### config.mk
export PLATFORM = sky130hd
export DESIGN_NAME = fxq_alu
export DESIGN_NICKNAME = d
export VERILOG_FILES = /design/src/rtl/fxq_pkg.sv /design/src/rtl/fxq_ctrl.sv /design/src/rtl/fxq_datapath.sv /design/src/rtl/fxq_alu.sv
export SDC_FILE = /design/constraint.sdc
export NUM_CORES = 1
export LEC_CHECK = 0
export ABC_AREA = 1
export BUFFER_PORTS_ARGS = -buffer_cell sky130_fd_sc_hd__buf_2
export CAP_MARGIN = 20
export CORE_UTILIZATION = 55
export DETAILED_ROUTE_END_ITERATION = 7
export GPL_ROUTABILITY_DRIVEN = 0
export MAX_ROUTING_LAYER = met4
export PLACE_DENSITY = 0.72
export SETUP_SLACK_MARGIN = 0.05
export SYNTH_ARGS = -nofsm -noshare
export SYNTH_HDL_FRONTEND = slang
export SYNTH_SLANG_ARGS = --single-unit
### constraint.sdc
create_clock -name clk -period 10.7 [get_ports clk]
set_input_delay 0.535 -clock clk [delete_from_list [all_inputs] [get_ports clk]]
set_output_delay 0.535 -clock clk [all_outputs]
set_load 0.05 [all_outputs]
### src/rtl/fxq_pkg.sv
package fxq_pkg;

  typedef enum logic [1:0] {
    OP_MUL = 2'b00,
    OP_ADD = 2'b01,
    OP_ABS = 2'b10,
    OP_RSV = 2'b11
  } fxq_op_e;

  // strobes from control to datapath
  typedef struct packed {
    logic advance;   // whole pipeline moves one step
    logic outFull;   // result register holds a live sample
  } fxq_strobe_t;

endpackage

### src/rtl/fxq_ctrl.sv
module fxq_ctrl
  import fxq_pkg::*;
(
  input  logic        clk,
  input  logic        rstN,
  input  logic        iValid,
  output logic        iReady,
  output logic        oValid,
  input  logic        oReady,
  output fxq_strobe_t stb
);

  logic midFull;
  logic lastFull;
  logic advance;

  // whole-pipe stall: only a live, unconsumed result blocks motion
  assign advance = !(lastFull && !oReady);

  always_ff @(posedge clk) begin
    if (!rstN) begin
      midFull  <= 1'b0;
      lastFull <= 1'b0;
    end else if (advance) begin
      midFull  <= iValid;
      lastFull <= midFull;
    end
  end

  assign iReady      = advance;
  assign oValid      = lastFull;
  assign stb.advance = advance;
  assign stb.outFull = lastFull;

  AST_HOLD_VALID: assert property (@(posedge clk) disable iff (!rstN)
    (oValid && !oReady) |=> oValid);

  AST_NO_ACCEPT_STALL: assert property (@(posedge clk) disable iff (!rstN)
    (oValid && !oReady) |-> !iReady);

  AST_TWO_CYCLE: assert property (@(posedge clk) disable iff (!rstN)
    (iValid && iReady) ##1 advance |=> oValid);

  AST_ENTRY_LOADS: assert property (@(posedge clk) disable iff (!rstN)
    (iValid && iReady) |=> midFull);

endmodule

### src/rtl/fxq_datapath.sv
module fxq_datapath
  import fxq_pkg::*;
#(
  parameter int DATA_W = 16,
  parameter int FRAC_W = 15
) (
  input  logic              clk,
  input  logic              rstN,
  input  fxq_strobe_t       stb,
  input  logic [1:0]        opSel,
  input  logic [DATA_W-1:0] opA,
  input  logic [DATA_W-1:0] opB,
  output logic [DATA_W-1:0] resData,
  output logic              resSat
);

  localparam int PROD_W = 2 * DATA_W;
  localparam int ACC_W  = PROD_W + 1;
  localparam int SUM_W  = DATA_W + 1;
  localparam int MAX_I  = (1 <<< (DATA_W - 1)) - 1;
  localparam int MIN_I  = -(1 <<< (DATA_W - 1));
  localparam logic signed [ACC_W-1:0]  MAX_W    = ACC_W'(MAX_I);
  localparam logic signed [ACC_W-1:0]  MIN_W    = ACC_W'(MIN_I);
  localparam logic signed [ACC_W-1:0]  HALF_W   = ACC_W'(1) <<< (FRAC_W - 1);
  localparam logic        [DATA_W-1:0] MAX_CODE = DATA_W'(MAX_I);
  localparam logic        [DATA_W-1:0] MIN_CODE = DATA_W'(MIN_I);

  // stage 1: raw product, widened sum, operand A, op code
  logic signed [PROD_W-1:0] prodQ;
  logic signed [SUM_W-1:0]  sumQ;
  logic signed [DATA_W-1:0] aQ;
  fxq_op_e                  opQ;

  always_ff @(posedge clk) begin
    if (!rstN) begin
      prodQ <= '0;
      sumQ  <= '0;
      aQ    <= '0;
      opQ   <= OP_RSV;
    end else if (stb.advance) begin
      prodQ <= $signed(opA) * $signed(opB);
      sumQ  <= $signed({opA[DATA_W-1], opA}) + $signed({opB[DATA_W-1], opB});
      aQ    <= $signed(opA);
      opQ   <= fxq_op_e'(opSel);
    end
  end

  // multiply: round half up, shift, clamp
  logic signed [ACC_W-1:0] prodRnd;
  logic signed [ACC_W-1:0] prodScaled;
  logic [DATA_W-1:0]       mulRes;
  logic                    mulSat;

  always_comb begin
    prodRnd    = $signed({prodQ[PROD_W-1], prodQ}) + HALF_W;
    prodScaled = prodRnd >>> FRAC_W;
    if (prodScaled > MAX_W) begin
      mulRes = MAX_CODE;
      mulSat = 1'b1;
    end else if (prodScaled < MIN_W) begin
      mulRes = MIN_CODE;
      mulSat = 1'b1;
    end else begin
      mulRes = prodScaled[DATA_W-1:0];
      mulSat = 1'b0;
    end
  end

  // add: one-bit rescale to Q2.14 with round half up
  logic signed [SUM_W:0] sumRnd;
  logic [DATA_W-1:0]     addRes;

  always_comb begin
    sumRnd = $signed({sumQ[SUM_W-1], sumQ}) + $signed((SUM_W+1)'(1));
    addRes = sumRnd[DATA_W:1];
  end

  // magnitude with clamp of the most negative code
  logic [DATA_W-1:0] absRes;
  logic              absSat;

  always_comb begin
    absSat = (aQ == $signed(MIN_CODE));
    if (absSat)               absRes = MAX_CODE;
    else if (aQ[DATA_W-1])    absRes = DATA_W'(-aQ);
    else                      absRes = aQ;
  end

  // stage 2: select and register
  logic [DATA_W-1:0] nxtRes;
  logic              nxtSat;

  always_comb begin
    unique case (opQ)
      OP_MUL: begin nxtRes = mulRes; nxtSat = mulSat; end
      OP_ADD: begin nxtRes = addRes; nxtSat = 1'b0;   end
      OP_ABS: begin nxtRes = absRes; nxtSat = absSat; end
      default: begin nxtRes = '0;    nxtSat = 1'b0;   end
    endcase
  end

  logic [DATA_W-1:0] resQ;
  logic              satQ;
  fxq_op_e           op2Q;

  always_ff @(posedge clk) begin
    if (!rstN) begin
      resQ <= '0;
      satQ <= 1'b0;
      op2Q <= OP_RSV;
    end else if (stb.advance) begin
      resQ <= nxtRes;
      satQ <= nxtSat;
      op2Q <= opQ;
    end
  end

  assign resData = resQ;
  assign resSat  = satQ;

  AST_SAT_AT_BOUND: assert property (@(posedge clk) disable iff (!rstN)
    (stb.outFull && resSat) |-> (resData == MAX_CODE || resData == MIN_CODE));

  AST_ADD_NO_SAT: assert property (@(posedge clk) disable iff (!rstN)
    (stb.outFull && op2Q == OP_ADD) |-> !resSat);

  AST_ABS_NONNEG: assert property (@(posedge clk) disable iff (!rstN)
    (stb.outFull && op2Q == OP_ABS) |-> !resData[DATA_W-1]);

  AST_RSV_ZERO: assert property (@(posedge clk) disable iff (!rstN)
    (stb.outFull && op2Q == OP_RSV) |-> (resData == '0 && !resSat));

  AST_HOLD_DATA: assert property (@(posedge clk) disable iff (!rstN)
    (stb.outFull && !stb.advance) |=> ($stable(resData) && $stable(resSat)));

endmodule

### src/rtl/fxq_alu.sv
module fxq_alu
  import fxq_pkg::*;
#(
  parameter int DATA_W = 16,
  parameter int FRAC_W = 15
) (
  input  logic              clk,
  input  logic              rstN,
  input  logic              iValid,
  output logic              iReady,
  input  logic [1:0]        iOpSel,
  input  logic [DATA_W-1:0] iOpA,
  input  logic [DATA_W-1:0] iOpB,
  output logic              oValid,
  input  logic              oReady,
  output logic [DATA_W-1:0] oData,
  output logic              oSat
);

  fxq_strobe_t stb;

  fxq_ctrl ctrl_i (
    .clk    (clk),
    .rstN   (rstN),
    .iValid (iValid),
    .iReady (iReady),
    .oValid (oValid),
    .oReady (oReady),
    .stb    (stb)
  );

  fxq_datapath #(
    .DATA_W (DATA_W),
    .FRAC_W (FRAC_W)
  ) dp_i (
    .clk     (clk),
    .rstN    (rstN),
    .stb     (stb),
    .opSel   (iOpSel),
    .opA     (iOpA),
    .opB     (iOpB),
    .resData (oData),
    .resSat  (oSat)
  );

endmodule

==> results.rst, run 1 <==
.. list-table::
   :header-rows: 1

   * - Metric
     - Value
   * - CP Data Required Time
     - 10.93 ns
   * - Mapped Cells
     - 2134
   * - Cell family with most CP delay
     - adder cells
   * - Post-Route Hold Slack
     - 0.396 ns
   * - Syn. warnings
     - 0
   * - Most used cell, CP
     - fa_1
   * - Arrival time of data at the critical path endpoint
     - 6.46 ns
   * - Count of endpoints failing hold in the final timing report
     - 0
   * - Dpl cell area
     - 15800 µm²
   * - Result of the run
     - complete, no violations
   * - Final Critical Period
     - 6.22 ns
   * - Remaining max-slew budget at the tightest pin
     - 0.375
   * - Yosys reg bits
     - 72
   * - Top-level I/O count
     - 57
   * - Average wire per cell in the routed design
     - 16.5 µm
   * - Iter 0 DRT Violations
     - 1222
   * - Worst-case setup slack after placement
     - 4.18 ns
   * - Buffers added on ports
     - 56
   * - Fillers
     - 2531
   * - Max-cap check violation count
     - 0
   * - Count of final setup violators
     - 0
   * - Core box area
     - 27100 µm²
   * - Classification of the worst-slack hold path
     - primary input to flop
   * - Number of distinct standard cells referenced by the synthesized netlist
     - 50
   * - Final slew viol count
     - 0
   * - Critical Path Fanout Max
     - 17
   * - Die outline height
     - 169 µm
   * - CTS Hold Buffers Added
     - 0
   * - Max clock buf depth
     - 2
   * - Global route total overflow
     - 0
   * - Sequential cell area fraction in the yosys report
     - 0.0943
   * - Commonest cells after routing, fill and taps aside
     - inv_1 (574), nand2_1 (476), fa_1 (262)
   * - Area of the mapped netlist
     - 15300 µm²
   * - Via count of the first global-routing pass
     - 14100
   * - Vias per cell
     - 5.35
   * - Setup TNS
     - 0 ns
   * - Root Buffer
     - clkbuf_16
   * - Die Span X
     - 169 µm
   * - Kind of end point of the critical path
     - flop
   * - Initial core utilization
     - 0.564
   * - H-tree level count
     - 3
   * - Total number of vias
     - 13500
   * - Area of the multi-input gates
     - 11400 µm²
   * - Worst path setup slack after routing
     - 4.48 ns
   * - Cells taking the most area after synthesis
     - fa_1 (34%), inv_1 (14%), nand2_1 (12%)
   * - Wire length of the first global-routing pass
     - 70000 µm
   * - Mapped Avg Cell Area
     - 7.16 µm²
   * - Maximum clock skew at final layout
     - 0.00552 ns
   * - Setup Fix Bufs, Post-CTS
     - 0
   * - Share of layout cells above drive strength 1
     - 0.0508
   * - Residual DRC count
     - 0
   * - TritonCTS clock tree
     - yes
   * - Reg clk slew, reported paths
     - 0.06 ns
   * - GRT Util Overall
     - 0.322
   * - Net total in the final layout
     - 2540
   * - Post-CTS sizing
     - 0
   * - WS Path Type
     - primary input to flop
   * - Share of the clock period used by the worst path after layout
     - 0.582
   * - Maximum frequency from static timing analysis
     - 0.161 GHz
   * - Ordered cell list for the critical path
     - buf_2, nand2_1, inv_1, fa_1, fa_1, inv_1, fa_1, fa_1, fa_1, fa_1, inv_1, ha_1, nand2_1, nor2_1, nand2_1, nor3_1, o21ai_0, nand3_1, nand3_1, o211ai_1, inv_1
   * - Setup repair after global routing missed its margin
     - no
   * - Die Outline Area
     - 28500 µm²
   * - Crit start category
     - primary input
   * - Layout overhead on the synthesized area
     - 5.61%
   * - Slowest stage delay, CP
     - 0.88 ns
   * - Post-synthesis cell type with the largest combined area
     - fa_1
   * - Worst path bufs/invs
     - 5
   * - Slew @ Worst Pin
     - 0.935 ns
   * - Slowest cell on the critical path
     - fa_1
   * - Number of buffers created by CTS
     - 9
   * - Initial antenna violation count
     - 0
   * - Number of sinks driven by the clock tree
     - 72
   * - Final std cell area, no fill
     - 16100 µm²
   * - Proportion of netlist area held by the largest area contributor
     - 0.343
   * - Detailed Routing Iterations Pass 1
     - 6
   * - Final Routed Wirelength
     - 41600 µm
   * - Inserted Diodes
     - 0
   * - Commonest non-fill, non-tap cell in the layout
     - inv_1
   * - Rows
     - 60
   * - Hpwl dp
     - 33400 µm
   * - ANT nets after route
     - 0
   * - Largest net degree at the start of global routing
     - 79
   * - Storage element area
     - 1440 µm²
   * - Clock insertion delay at the later pin of the skew report
     - 0.34 ns
   * - Syn nets
     - 2533
-- metrics by stage --
step                      utilization  instances
after global routing            0.596       2517
after CTS                       0.596       2517
final                           0.596       2517
after floorplan                     -       2134
after detailed placement        0.583       2502
after global placement          0.583       2502
-- final timing paths --
kind	from	endpoint	slack, ns	depth (start not counted)
worst min-delay path	iOpSel[1]	dp_i.opQ[1]	0.40	3
worst min register to register	dp_i.resData[9]	dp_i.resData[9]	0.46	2
worst max-delay path	iOpB[1]	dp_i.prodQ[28]	4.48	21
worst max register to register	ctrl_i.oValid	dp_i.sumQ[16]	8.27	9
-- metal layers --
metal  vias to the layer above  global-route usage  part of all wire
met2                       482               0.552              0.49
met3                        94              0.0367             0.060
met5                         -                   -                 0
met4                         0               0.109             0.033
li1                       6373                   -                 -
met1                      6514               0.396              0.42
-- worst reg2reg max path, stage by stage (launching register included) --
cell and delay, ns:
dfxtp_1 0.30, inv_1 0.08, nor2_4 0.03, buf_4 0.34
inv_2 0.47, buf_4 0.48, o21ai_0 0.18, a21oi_1 0.30
nor2_1 0.08, nor2_1 0.08
-- flip-flops by register name, indices dropped and copies added, names as in the netlist --
signal          flops
dp_i.prodQ         18
dp_i.sumQ          17
dp_i.aQ            16
dp_i.resData       16
dp_i.opQ            2
ctrl_i.midFull      1
ctrl_i.oValid       1
dp_i.resSat         1
-- cell families (layout without fill, tap and decap cells) --
| logic type | Yosys count | count (layout) | share of synthesized area |
|---|---|---|---|
| AOI/OAI and AO/OA | 248 | 248 | 0.0928 |
| xor gates and xnor gates | 33 | 33 | 0.0189 |
| adders and majority gates | 361 | 361 | 0.424 |
| buffers and inverters | 642 | 653 | 0.159 |
| DFF | 72 | 72 | 0.0943 |
| and+or+nand+nor | 778 | 778 | 0.211 |
-- synth_stat cells, drive strengths merged --
| master | n |
|---|---|
| inv | 578 |
| nand2 | 483 |
| fa | 262 |
| nor2 | 141 |
| a21oi | 100 |
| ha | 99 |
| nand3 | 97 |
| o21ai | 90 |
| dfxtp | 72 |
| clkbuf | 49 |
| nor3 | 22 |
| xor2 | 22 |
| nand4 | 21 |
| o211ai | 15 |
| o21bai | 15 |
| buf | 14 |
| xnor2 | 11 |
| or2 | 8 |
| a21o | 4 |
| nand3b | 4 |
| o21a | 4 |
| a21boi | 3 |
| a31o | 3 |
| a31oi | 3 |
| o311ai | 3 |
| a211oi | 2 |
| nor4 | 2 |
| o22ai | 2 |
| a221oi | 1 |
| clkinv | 1 |
| o2111ai | 1 |
| o211a | 1 |
| o31ai | 1 |
-- cell type report --
cell class,count,share of cell area
Clock buffer,10,0.0142
Clock inverter,5,0.00659
Inverter,579,0.135
Multi-Input combinational cell,1420,0.708
Sequential cell,72,0.0893
Tap cell,372,0.0288
Timing Repair Buffer,59,0.0188
Power of run 1 is left out: the tool's default activity adds up to more than one toggle a clock period on the data nets, which glitch-free logic cannot reach.
==> inputs of run 2 (changes only) <==
--- a/config.mk
+++ b/config.mk
@@ -5,14 +5,14 @@
 export SDC_FILE = /design/constraint.sdc
 export NUM_CORES = 1
 export LEC_CHECK = 0
-export ABC_AREA = 1
+export ABC_AREA = 0
 export BUFFER_PORTS_ARGS = -buffer_cell sky130_fd_sc_hd__buf_2
 export CAP_MARGIN = 20
 export CORE_UTILIZATION = 55
 export DETAILED_ROUTE_END_ITERATION = 7
 export GPL_ROUTABILITY_DRIVEN = 0
 export MAX_ROUTING_LAYER = met4
-export PLACE_DENSITY = 0.72
+export PLACE_DENSITY = 0.75
 export SETUP_SLACK_MARGIN = 0.05
 export SYNTH_ARGS = -nofsm -noshare
 export SYNTH_HDL_FRONTEND = slang
==> constraint.sdc (replaced) <==
create_clock -name clk -period 5 [get_ports clk]
set_input_delay 0.25 -clock clk [delete_from_list [all_inputs] [get_ports clk]]
set_output_delay 0.25 -clock clk [all_outputs]
set_load 0.05 [all_outputs]
==> results.rst, run 2 <==
.. list-table::
   :header-rows: 1

   * - Metric
     - Value
   * - Mapped Avg Cell Area
     - 8.63 µm² (+20%)
   * - Cells taking the most area after synthesis
     - fa_1 (37%), dfxtp_1 (10%), inv_1 (8.9%)
   * - CP Data Required Time
     - 5.23 ns (-5.70 ns)
   * - Final slew viol count
     - 0 (unchanged)
   * - Fillers
     - 1914 (-24%)
   * - Slowest stage delay, CP
     - 0.52 ns (-0.36 ns)
   * - Die outline height
     - 162 µm (-4.0%)
   * - Storage element area
     - 1440 µm² (unchanged)
   * - Fraction of registers with async set/reset
     - 0 (unchanged)
   * - Classification of the worst-slack hold path
     - primary input to flop
   * - Wire length of the first global-routing pass
     - 63200 µm (-9.6%)
   * - Max clock buf depth
     - 2 (unchanged)
   * - Arrival time of data at the critical path endpoint
     - 5.63 ns (-0.83 ns)
   * - H-tree level count
     - 3 (unchanged)
   * - Final Critical Period
     - 5.41 ns
   * - Adder-Cell Fraction of Synth Area
     - 0.461 (+0.0369)
   * - Number of sinks driven by the clock tree
     - 72 (unchanged)
   * - Reg with most FFs
     - dp_i.prodQ
   * - Post-synthesis share of cell area spent on and, or, nand and nor gates
     - 0.191 (-0.0198)
   * - Buffers added on ports
     - 56 (unchanged)
   * - Average wire per cell in the routed design
     - 18.4 µm (+11%)
   * - Crit start category
     - primary input
   * - Total number of vias
     - 12100 (-10%)
   * - Final Routed Wirelength
     - 39700 µm (-4.6%)
   * - Worst path setup slack after routing
     - -0.408 ns (-4.88 ns)
   * - Clock insertion delay at the later pin of the skew report
     - 0.34 ns (about the same)
   * - Vias per cell
     - 5.59 (+4.4%)
   * - Prevailing post-synth register cell
     - dfxtp_1
   * - Net total in the final layout
     - 2223 (-12%)
   * - Syn. warnings
     - 0 (unchanged)
   * - Xor and xnor area share after synthesis
     - 0.0430 (+0.0241)
   * - Die Outline Area
     - 26200 µm² (-7.9%)
   * - Area of the multi-input gates
     - 11800 µm² (+2.9%)
   * - CTS Hold Buffers Added
     - 0 (unchanged)
   * - Post-synthesis cell type with the largest combined area
     - fa_1
   * - Final std cell area, no fill
     - 17400 µm² (+7.6%)
   * - Largest registers in the final layout
     - dp_i.prodQ (18), dp_i.sumQ (17)
   * - Setup repair after global routing missed its margin
     - yes
   * - Slew @ Worst Pin
     - 1.05 ns (+0.116 ns)
   * - Critical Path Fanout Max
     - 7 (-10)
   * - Root Buffer
     - clkbuf_16
   * - Flip-flop count of the largest register, all copies and words added
     - 18 (unchanged)
   * - Largest net degree at the start of global routing
     - 95 (+20%)
   * - Die Span X
     - 162 µm (-4.0%)
   * - TritonCTS clock tree
     - yes
   * - Layout overhead on the synthesized area
     - 23.5%
   * - Ordered cell list for the critical path
     - buf_12, buf_12, and2_4, fa_1, inv_1, fa_1, fa_1, inv_1, fa_1, fa_1, inv_1, fa_1, inv_2, ha_4, a221o_1, buf_4, nor3_2, o211a_4, buf_4, o31ai_4, a21oi_2, nor4b_2, a211o_1
   * - Maximum frequency from static timing analysis
     - 0.185 GHz
   * - Reg clk slew, reported paths
     - 0.06 ns (about the same)
   * - Area of the mapped netlist
     - 14100 µm² (-8.0%)
   * - Max-cap check violation count
     - 0 (unchanged)
   * - Via count of the first global-routing pass
     - 12700 (-9.9%)
   * - Initial antenna violation count
     - 0 (unchanged)
   * - Number of distinct standard cells referenced by the synthesized netlist
     - 68 (+36%)
   * - Top-level I/O count
     - 57 (unchanged)
   * - Residual DRC count
     - 0 (unchanged)
   * - Sequential cell area fraction in the yosys report
     - 0.102 (+0.00819)
   * - Top post-synthesis cells by count
     - inv_1 (332), fa_1 (262), nand2_1 (216)
   * - ANT nets after route
     - 0 (unchanged)
   * - Initial core utilization
     - 0.560 (-0.00394)
   * - Dpl cell area
     - 16000 µm² (+1.1%)
   * - Number of enable flip-flop cells after synthesis
     - 0 (unchanged)
   * - Commonest non-fill, non-tap cell in the layout
     - inv_1
   * - Commonest cells after routing, fill and taps aside
     - inv_1 (302), fa_1 (244), nand2_1 (213)
   * - Syn nets
     - 2029 (-20%)
   * - Share of the core filled with cells
     - 0.692 (+0.0959)
   * - Remaining max-slew budget at the tightest pin
     - 0.300 (-0.0748)
   * - Result of the run
     - finished, violations left
   * - GRT Util Overall
     - 0.317 (-0.00478)
   * - Proportion of netlist area held by the largest area contributor
     - 0.373 (+0.0298)
   * - Rows
     - 58 (-3.3%)
   * - Slowest cell on the critical path
     - fa_1
   * - Fraction of synthesized area in multiplexers
     - 0.00151 (+0.00151)
   * - WS Path Type
     - primary input to flop
   * - Count of final setup violators
     - 17 (+17)
   * - Share of layout cells above drive strength 1
     - 0.227 (+0.176)
   * - Global route total overflow
     - 0 (unchanged)
   * - Combinational family with the most area after synthesis
     - adder cells
   * - Number of buffers created by CTS
     - 9 (unchanged)
   * - Most used cell, CP
     - fa_1
   * - Core box area
     - 25100 µm² (-7.3%)
   * - Hpwl dp
     - 31000 µm (-7.3%)
   * - Maximum clock skew at final layout
     - 0.00929 ns (+0.00378 ns)
   * - Violations in the final reports
     - setup timing
   * - Iter 0 DRT Violations
     - 931 (-24%)
   * - Kind of end point of the critical path
     - flop
   * - Count of endpoints failing hold in the final timing report
     - 0 (unchanged)
   * - Share of the clock period used by the worst path after layout
     - 1.08
   * - Detailed Routing Iterations Pass 1
     - 7 (+1)
   * - Most repeated cell in the gate-level netlist after synthesis
     - inv_1
   * - Inserted Diodes
     - 0 (unchanged)
   * - Yosys reg bits
     - 72 (unchanged)
   * - Fraction of the mapped netlist area in compound gates
     - 0.0946 (+0.00175)
   * - Mapped Cells
     - 1630 (-24%)
## run 2: metal layers
layer	wire [µm]	vias to the layer above	GRT usage
li1	-	5460	-
met4	1510	0	0.120
met3	2230	111	0.0340
met1	16100	6089	0.393
met2	19900	399	0.536
met5	0	-	-
## run 2: repair_timing
action,4_1_cts,5_1_grt
endpoints found under the setup margin,18,18
resized for setup,122,71
gates cloned,1,1
setup buffers,21,11
pin swaps,50,61
## run 2: logic make-up (layout without fill, tap and decap cells)
logic type / count (synthesis) / in the layout
DFF: 72 / 72
and+or+nand+nor: 529 / 529
AOI/OAI and AO/OA: 200 / 200
adders and majority gates: 361 / 361
buffers and inverters: 397 / 596
xor gates and xnor gates: 69 / 69
muxes: 2 / 2
## run 2: final cells by class
cell class                      count  share of cell area
Clock inverter                      5             0.00454
Clock buffer                       11              0.0146
Inverter                          333              0.0721
Timing Repair Buffer              247               0.125
Sequential cell                    72              0.0830
Tap cell                          330              0.0238
Multi-Input combinational cell   1161               0.677
## run 2: final timing paths
| path | startpoint | to | slack [ns] | cells past startpoint |
|---|---|---|---|---|
| worst max register to register | dp_i.prodQ[20] | dp_i.resData[8] | 2.57 | 8 |
| worst max-delay path | iOpB[6] | dp_i.prodQ[20] | -0.41 | 23 |
| worst min-delay path | iOpSel[1] | dp_i.opQ[1] | 0.13 | 3 |
| worst min register to register | dp_i.resData[9] | dp_i.resData[9] | 0.46 | 2 |
## run 2: critical path, delay by kind of cell
family / cells / cell delay (ns)
and+or+nand+nor: 3 / 0.35
buffers and inverters: 8 / 0.73
AOI/OAI and AO/OA: 5 / 1.13
adders and majority gates: 7 / 3.16
## run 2: per-stage QoR
step / setup TNS, ns / setup WS, ns / hold WS, ns / cells
finish: -5.57 / -0.408 / 0.126 / 2159
CTS: -5.20 / -0.448 / 0.128 / 2148
detailed placement: -15.03 / -1.05 / 0.457 / 2110
global route: -8.44 / -0.629 / 0.135 / 2159
floorplan: -3.31 / -0.473 / 0.374 / 1630
global placement: -13.28 / -0.927 / 0.446 / 2110
Power of run 2 is left out for the same reason.
==> inputs of run 3 (changes only) <==
--- a/config.mk
+++ b/config.mk
@@ -17,3 +17,4 @@
 export SYNTH_ARGS = -nofsm -noshare
 export SYNTH_HDL_FRONTEND = slang
 export SYNTH_SLANG_ARGS = --single-unit
+export TNS_END_PERCENT = 1
==> results.rst, run 3 (synthesized netlist as in run 2, its figures left out) <==
.. list-table::
   :header-rows: 1

   * - Metric
     - Value
   * - Result of the run
     - finished, violations left
   * - Count of final setup violators
     - 17 (unchanged)
   * - Detailed Routing Iterations Pass 1
     - 5 (-2)
   * - Flip-flop count of the largest register, all copies and words added
     - 18 (unchanged)
   * - Final Critical Period
     - 5.41 ns (-0.00289 ns)
   * - Launch instance of the worst register-to-register path
     - dp_i.prodQ[20]
   * - Worst setup slack for register-to-register paths
     - 2.55 ns (-0.02 ns)
   * - Total number of vias
     - 11600 (-3.7%)
   * - Iter 0 DRT Violations
     - 819 (-12%)
   * - CTS Hold Buffers Added
     - 0 (unchanged)
   * - Root Buffer
     - clkbuf_16
   * - Worst-case setup slack after placement
     - -1.04 ns (+0.0115 ns)
   * - Hold-critical path endpoint
     - dp_i.opQ[0]
   * - Cells on worst reg2reg path
     - 8 (unchanged)
   * - Slowest stage delay, CP
     - 0.53 ns (about the same)
   * - Setup repair after global routing missed its margin
     - yes
   * - Slowest cell on the critical path
     - fa_1
   * - Cell family with most CP delay
     - adder cells
   * - Slew @ Worst Pin
     - 0.977 ns (-0.0732 ns)
   * - Ordered cell list for the critical path
     - buf_4, and2_1, fa_1, inv_1, fa_1, fa_1, inv_1, fa_1, fa_1, inv_1, fa_1, inv_1, ha_4, buf_4, o21a_1, o21ai_0, a21oi_1, nor2_2, nor4_4, nor4_4, or3_1, and4_1
   * - Clock insertion delay at the later pin of the skew report
     - 0.33 ns (about the same)
   * - Initial antenna violation count
     - 0 (unchanged)
   * - Initial core utilization
     - 0.560 (unchanged)
   * - Average wire per cell in the routed design
     - 17.0 µm (-7.3%)
   * - Reg2reg end
     - dp_i.resData[8]
   * - Largest net degree at the start of global routing
     - 86 (-9.5%)
   * - Commonest cells after routing, fill and taps aside
     - inv_1 (313), fa_1 (247), nand2_1 (213)
   * - GRT Util Overall
     - 0.302 (-0.0151)
   * - Global route total overflow
     - 0 (unchanged)
   * - Most used cell, CP
     - fa_1
   * - Startpoint of the tightest hold check path
     - iOpSel[0]
   * - Number of sinks driven by the clock tree
     - 72 (unchanged)
   * - Residual DRC count
     - 0 (unchanged)
   * - Critical Path Fanout Max
     - 11 (+4)
   * - Commonest non-fill, non-tap cell in the layout
     - inv_1
   * - Classification of the worst-slack hold path
     - primary input to flop
   * - Cell depth of the worst hold path
     - 3 (unchanged)
   * - Violations in the final reports
     - setup timing
   * - Die Outline Area
     - 26200 µm² (unchanged)
   * - Net total in the final layout
     - 2184 (-1.8%)
   * - Count of endpoints failing hold in the final timing report
     - 0 (unchanged)
   * - Fillers
     - 2087 (+9.0%)
   * - Hpwl dp
     - 30300 µm (-2.3%)
   * - Share of the clock period used by the worst path after layout
     - 1.08 (about the same)
   * - Maximum clock skew at final layout
     - 0.00576 ns (-0.00353 ns)
   * - Inserted Diodes
     - 0 (unchanged)
   * - Crit start category
     - primary input
   * - Reg clk slew, reported paths
     - 0.06 ns (about the same)
   * - Top-level I/O count
     - 57 (unchanged)
   * - Remaining max-slew budget at the tightest pin
     - 0.349 (+0.0488)
   * - H-tree level count
     - 3 (unchanged)
   * - Number of buffers created by CTS
     - 9 (unchanged)
   * - Buffers added on ports
     - 56 (unchanged)
   * - Layout overhead on the synthesized area
     - 18.1%
   * - Final Routed Wirelength
     - 36100 µm (-9.0%)
   * - Via count of the first global-routing pass
     - 12400 (-2.5%)
   * - Largest registers in the final layout
     - dp_i.prodQ (18), dp_i.sumQ (17)
   * - Kind of end point of the critical path
     - flop
   * - Die Span X
     - 162 µm (unchanged)
   * - Worst path bufs/invs
     - 6 (-2)
   * - Max-cap check violation count
     - 0 (unchanged)
   * - Core box area
     - 25100 µm² (unchanged)
   * - Vias per cell
     - 5.48 (-1.9%)
   * - Final slew viol count
     - 0 (unchanged)
   * - TritonCTS clock tree
     - yes
   * - Reg with most FFs
     - dp_i.prodQ
   * - Rows
     - 58 (unchanged)
   * - Worst path setup slack after routing
     - -0.406 ns (+0.00289 ns)
   * - ANT nets after route
     - 0 (unchanged)
   * - WS Path Type
     - primary input to flop
   * - Share of layout cells above drive strength 1
     - 0.191 (-0.0364)
   * - Arrival time of data at the critical path endpoint
     - 5.64 ns (about the same)
   * - Maximum frequency from static timing analysis
     - 0.185 GHz (about the same)
   * - CP Data Required Time
     - 5.23 ns (about the same)
   * - Wire length of the first global-routing pass
     - 60400 µm (-4.4%)
   * - Die outline height
     - 162 µm (unchanged)
   * - Max clock buf depth
     - 2 (unchanged)
## run 3: cell count changes in the layout (fill, tap and decap cells not counted), moves of 11 or more
cell / delta
inv_2: -11
inv_1: +11
buf_12: -12
buf_6: -17
## run 3: how the worst max path moves through the flow
| stage | start | endpoint | slack [ns] | depth (start not counted) |
|---|---|---|---|---|
| 5_1_grt | iOpA[8] | dp_i.prodQ[29] | -0.60 | 22 |
| 6_report | iOpB[5] | dp_i.prodQ[31] | -0.41 | 22 |
| 3_3_place_gp | iOpB[7] | dp_i.prodQ[31] | -1.02 | 22 |
| 3_5_place_dp | iOpB[7] | dp_i.prodQ[31] | -1.04 | 21 |
| 2_1_floorplan | iOpB[3] | dp_i.prodQ[31] | -0.48 | 19 |
| 4_1_cts | iOpB[7] | dp_i.prodQ[31] | -0.39 | 22 |
## run 3: layout make-up
type | count | area, µm² | area share
multi-input cells | 1161 | 11600 | 0.697
well taps | 330 | 413 | 0.0249
clock inverters | 5 | 80.1 | 0.00482
clock buffers | 11 | 243 | 0.0146
repair buffers | 208 | 1610 | 0.0968
flip-flops and latches | 72 | 1440 | 0.0868
inverters | 333 | 1250 | 0.0755
## run 3: through the flow
| step | util | setup TNS, ns | hold slack [ns] | instances | area [µm²] |
|---|---|---|---|---|---|
| floorplan | - | -4.47 | 0.374 | 1630 | 14400 |
| global placement | 0.631 | -14.86 | 0.444 | 2099 | 15800 |
| detailed placement | 0.631 | -15.92 | 0.453 | 2099 | 15800 |
| CTS | 0.658 | -4.10 | 0.130 | 2120 | 16500 |
| global route | 0.661 | -7.46 | 0.136 | 2120 | 16600 |
| finish | 0.661 | -4.09 | 0.129 | 2120 | 16600 |
## run 3: timing repair
| item | in CTS | in global routing |
|---|---|---|
| setup endpoints to repair | 18 | 18 |
| setup buffers | 5 | 0 |
| resized for setup | 91 | 25 |
| pin swaps | 54 | 11 |
## run 3: worst register-to-register path, cell delays in order (launching register included)
cell       delay, ns
dfxtp_1         0.47
and4_1          0.29
nand3_2         0.13
nor4_1          0.32
o2bb2ai_1       0.15
and2_1          0.22
a21o_1          0.30
a2111oi_2       0.38
nor3b_1         0.09
## run 3: layer usage
layer | share of wire | track usage
met5 | 0 | -
met1 | 0.41 | 0.379
met3 | 0.059 | 0.0319
met2 | 0.50 | 0.513
met4 | 0.028 | 0.0978
Power of run 3 is left out for the same reason.
